`config.mk`:
```
export PLATFORM = sky130hd
export DESIGN_NAME = burst_addr_gen
export DESIGN_NICKNAME = d
export VERILOG_FILES = /design/src/rtl/burst_addr_gen.sv
export SDC_FILE = /design/constraint.sdc
export NUM_CORES = 1
export LEC_CHECK = 0
export ABC_AREA = 1
export BUFFER_PORTS_ARGS = -buffer_cell sky130_fd_sc_hd__buf_2
export CAP_MARGIN = 15
export CORE_MARGIN = 8
export CORE_UTILIZATION = 45
export DETAILED_ROUTE_END_ITERATION = 12
export PLACE_DENSITY = 0.85
export SETUP_SLACK_MARGIN = 0.15
export SYNTH_ARGS = -nofsm -noshare
export SYNTH_HDL_FRONTEND = slang
export SYNTH_SLANG_ARGS = --single-unit
```
`constraint.sdc`:
```
create_clock -name clk -period 1.1 [get_ports clk]
set_input_delay 0.055 -clock clk [delete_from_list [all_inputs] [get_ports clk]]
set_output_delay 0.055 -clock clk [all_outputs]
set_load 0.02 [all_outputs]
```
`src/rtl/burst_addr_gen.sv`:
```
module burst_addr_gen #(
  parameter int ADDR_W = 16
) (
  input  logic              clk,
  input  logic              rst,
  input  logic [ADDR_W-1:0] addr_in,
  input  logic              cpu_start,
  input  logic              ctl_start,
  input  logic              adv,
  input  logic              interleave,
  input  logic              chip_en,
  output logic [ADDR_W-1:0] addr_out
);
  localparam int CNT_W = 2;

  logic [ADDR_W-1:0] base_q;
  logic [CNT_W-1:0]  beat_q;
  logic              active_q;
  logic              load;
  logic              step;
  logic [CNT_W-1:0]  low;

  assign load = ctl_start | (cpu_start & chip_en);
  assign step = ~load & adv & active_q;

  always_ff @(posedge clk) begin
    if (rst) begin
      base_q   <= '0;
      beat_q   <= '0;
      active_q <= 1'b0;
    end else if (load) begin
      base_q   <= addr_in;
      beat_q   <= '0;
      active_q <= 1'b1;
    end else if (step) begin
      beat_q   <= beat_q + 1'b1;
    end
  end

  assign low = interleave ? (base_q[CNT_W-1:0] ^ beat_q)
                          : (base_q[CNT_W-1:0] + beat_q);
  assign addr_out = {base_q[ADDR_W-1:CNT_W], low};


  upper_hold_chk: assert property (@(posedge clk) disable iff (rst)
    !(ctl_start || (cpu_start && chip_en)) |=> $stable(addr_out[ADDR_W-1:CNT_W]));


  idle_hold_chk: assert property (@(posedge clk) disable iff (rst)
    !ctl_start && !(cpu_start && chip_en) && !adv |=> $stable(addr_out));


  ctl_load_chk: assert property (@(posedge clk) disable iff (rst)
    ctl_start |=> addr_out == $past(addr_in));


  linear_step_chk: assert property (@(posedge clk) disable iff (rst)
    active_q && !ctl_start && !(cpu_start && chip_en) && adv && !interleave
    |=> addr_out[CNT_W-1:0] == $past(addr_out[CNT_W-1:0]) + 2'd1);
endmodule

```
# Word level (Yosys, flattened, before mapping)
# Cells that the tools add are included.
# word_totals
register_bits	19
in_bits	23
# classes
n_addsub	2
muxes	1
n_bitwise	6
reduce_logical	1
# op_table
cell	count
$and A1 B1 Y1	3
$add A2 B1 Y2 const B	1
$add A2 B2 Y2	1
$mux W2	1
$reduce_or A2 Y1	1
$xor A2 B2 Y2	1
$not A1 Y1	1
$or A1 B1 Y1	1

# Logic depth before layout (Yosys ltp)
# depth
ltp_word	5
mapped_depth	6
ltp_nobuf	5

# Worst setup path before layout
# OpenSTA, ideal clock, no wires.
# synth_timing
kind	reg2out
from	register beat_q[0]
to	output addr_out[1]
arrival_ps	880
slack_ps	165
path_stages_with_launch	6
cell_sequence	dfxtp_1 ha_1 inv_1 nor2_1 xor2_1 inv_1
# synth_via
elab_chain_cells	2
# synth_lines
element	line_no	text
start: declaration	17	logic [CNT_W-1:0] beat_q;
start signal: assignment	36	beat_q <= beat_q + 1'b1;
$add A2 B2 Y2	41	: (base_q[CNT_W-1:0] + beat_q);
$mux W2	40	assign low = interleave ? (base_q[CNT_W-1:0] ^ beat_q)
end: declaration	12	output logic [ADDR_W-1:0] addr_out
# No other way between the ends.

# Worst setup path in the final report
# layout_timing
from	register base_q[0]
to	output addr_out[1]
# layout_via
elab_chain_cells	2
# layout_lines
element	line_no	text
start: declaration	16	logic [ADDR_W-1:0] base_q;
start signal: assignment	32	base_q <= addr_in;
$add A2 B2 Y2	41	
$mux W2	40	
# No other way between the ends.

==> impl_summary.log <==
INFO  metric finalSetupViolCount = 2
INFO  metric yosys.area.top_type = sky130_fd_sc_hd__dfxtp_1
INFO  metric critical_path.cell_chain = ha_1 -> inv_1 -> nor2_2 -> xor2_1 -> inv_1 -> buf_2
INFO  metric critPathCaptureType = primary output
INFO  metric place_congestion = between 0.7 and 0.8
INFO  metric timing.final.crit_period = 1.29 ns
INFO  metric drc_errors = 0
INFO  metric nNetsFinal = 175
INFO  metric ys.warnings.count = 0
INFO  metric dp_hpwl = 1430 um
INFO  metric area_growth_syn_to_layout = 31.5%
INFO  metric p_leak = between 0.5 and 0.6 nW
INFO  metric clock_sink_count = 19
INFO  metric dp_cells = 159
INFO  metric number_of_levels_in_the_clock_h_tree = 1
INFO  metric mostFrequentLayoutCell = sky130_fd_sc_hd__buf_2
INFO  metric initial_utilization = 45.8%
INFO  metric root_buffer = sky130_fd_sc_hd__clkbuf_4
INFO  metric route.antenna.remaining_nets = 0
INFO  metric mapped_avg_cell_area = 7.92 um^2
INFO  metric yosysSeqAreaShare = 43.7%
INFO  metric critPathMaxFanout = 2
INFO  metric skew = roughly 0.00011 ns
INFO  metric first_global_vias = 871
INFO  metric core-area = around 1900 um^2
INFO  metric violations = setup timing
INFO  metric worstSkewPairLatency = 0.28 ns
INFO  metric cp_data_arrival_time = 1.23 ns
INFO  metric dr_vias_cell = 4.43
INFO  metric die-height = 60.0 um
INFO  metric final-max-slew-violation-count = 0
INFO  metric rel_slew_slack = 71.4%
INFO  metric tightest_hold_margin = 0.00664 ns
INFO  metric post_synth_inst_count = between 100 and 150
INFO  metric achievable-frequency = 0.775 GHz
INFO  metric global_route.usage.total = 13.0%
INFO  metric unrepaired_setup_endpoints_after_global_routing = yes
INFO  metric mean_routed_wirelength_per_cell = 12.2 um
INFO  metric antenna_cells = 0
INFO  metric grt_remaining_overflow = 0
INFO  metric fillCellCount = 170
INFO  metric yosys.cell_types.count = 22
INFO  metric die_area = 3600 um^2
INFO  metric layout_common_cells = sky130_fd_sc_hd__buf_2, sky130_fd_sc_hd__nor2_1, sky130_fd_sc_hd__dfxtp_1, sky130_fd_sc_hd__o21ai_0, sky130_fd_sc_hd__dlygate4sd3_1
INFO  metric drt-pass1-iter-count = 4
INFO  metric top_area_cell_type_share_of_the_netlist_area = 43.7%
INFO  metric register_to_register_setup_slack = 0.14 ns
INFO  metric clk_transition_reported_paths = roughly 0.10 ns
INFO  metric route.vias.total = ~780
INFO  metric peakVddDrop = 0.706 mV
INFO  metric timing.setup.tns = -0.199 ns
INFO  metric die_w = 60.0 um
INFO  metric grt_first_pass_wirelength = 3580 um
INFO  metric grt_antenna_before_repair = 0
INFO  metric synth_top_cells_by_area = sky130_fd_sc_hd__dfxtp_1, sky130_fd_sc_hd__nor2_1, sky130_fd_sc_hd__buf_4
INFO  metric status = finished with violations
INFO  metric max_stage_delay = 0.33 ns
INFO  metric timing_hold_violations_final = 0
INFO  metric placement.io_buffers = 38
INFO  metric crit_path_top_delay_cell = sky130_fd_sc_hd__dfxtp_2
INFO  metric final_cell_count_no_fill = 177
INFO  metric count_of_max_cap_constraint_violations = 0
INFO  metric critical_path.startpoint_type = flop
INFO  metric power.density = 1220 nW/um^2
INFO  metric finalCritPeriodShare = 117%
INFO  metric number_of_cell_rows = 16
INFO  metric postSynthRegisterBits = 19
INFO  metric fin_ws = -0.190 ns
INFO  metric drtIter0Drc = 17
INFO  metric final_util = 60.2%
INFO  metric num_io_pins = 39
INFO  metric path_common_cell = sky130_fd_sc_hd__inv_1
INFO  metric synthesized_net_count = 134
INFO  metric route.final.wire_length = 2160 um
INFO  metric holdCritPathClass = in -> reg
INFO  metric cts_tree = done
INFO  metric numCtsBuffers = 3
INFO  metric max-clock-path-buffers = 2
INFO  metric drive_above_1_share = 36.0%
INFO  metric post_synth_instance_area = 871 um^2
INFO  metric tightest_slew = 0.427 ns
INFO  metric setup.worst_path.class = reg -> out
INFO  metric grt_start_max_net_pins = 19
INFO  metric critPathRequiredTime = 1.04 ns
flip-flops by register name (all words and copies together) (netlist names):
name and flops:
active_q 1, beat_q 2, base_q 16
Yosys cell counts (all sizes together):
cell	n
a21oi	2
buf	17
clkinv	1
dfxtp	19
ha	1
inv	7
nand2	7
nand3	1
nand4	1
nor2	34
o21ai	17
xnor2	1
xor2	2
final timing paths:
check / from / endpoint / cells past startpoint
setup / recovery: base_q[0] / addr_out[1] / 6
hold / removal: addr_in[12] / base_q[12] / 3
setup reg to reg: beat_q[0] / beat_q[1] / 5
hold reg to reg: base_q[13] / base_q[13] / 2
worst max-delay path: cells and delay by family (launching register included):
| family | cells | cell delay, ns |
|---|---|---|
| buffers and inverters | 3 | 0.26 |
| flip-flops | 1 | 0.33 |
| XOR/XNOR | 1 | 0.14 |
| adder cells (fa/ha/maj) | 1 | 0.18 |
| AND/OR/NAND/NOR | 1 | 0.04 |
what timing repair did:
item	in CTS	in global routing
hold buffers	13	0
pin swaps	0	1
hold endpoints to repair	13	0
buffers inserted	0	1
gates resized for setup	4	3
setup endpoints to repair	2	2
per-layer routing:
metal  track usage (%)  up-vias  share of wire (%)
met3              2.37        2                5.3
met5                 0        -                  0
met4              7.48        0                1.2
li1                  -      413                  -
met1              13.3      342                 40
met2              24.0       27                 53
cell families (layout without fill, tap and decap cells):
| family | Yosys count | in the layout | synth area share [%] |
|---|---|---|---|
| DFF | 19 | 19 | 43.7 |
| buffers and inverters | 25 | 65 | 20.3 |
| AOI/OAI and AO/OA | 19 | 19 | 10.9 |
| xor gates and xnor gates | 3 | 3 | 3.02 |
| adders and majority gates | 1 | 1 | 1.44 |
| and+or+nand+nor | 43 | 43 | 20.7 |
metrics by stage:
| step | total power [mW] | worst slack, ns | area, um^2 |
|---|---|---|---|
| after floorplan | 0.998 | 0.165 | 871 |
| after global placement | 1.03 | 0.144 | 961 |
| after detailed placement | 1.04 | 0.0958 | 961 |
| after CTS | 1.42 | -0.224 | 1130 |
| after global routing | 1.49 | -0.288 | 1140 |
| final | 1.40 | -0.190 | 1140 |
final cells by class:
class	instances	area, um^2	share of cell area [%]
clock buffer	3	22.5	1.97
clock inverter	1	5.00	0.437
inverter	8	35.0	3.06
multi-input combinational	66	320	28.0
sequential	19	383	33.4
tap	27	33.8	2.95
timing repair buffer	53	345	30.2
power breakdown:
group	total [mW]	internal [mW]	switching, mW
clock	0.335	0.135	0.200
sequential	0.761	0.737	0.0236
combinational	0.304	0.132	0.172
Note: power is estimated with default switching activity, not from simulation.
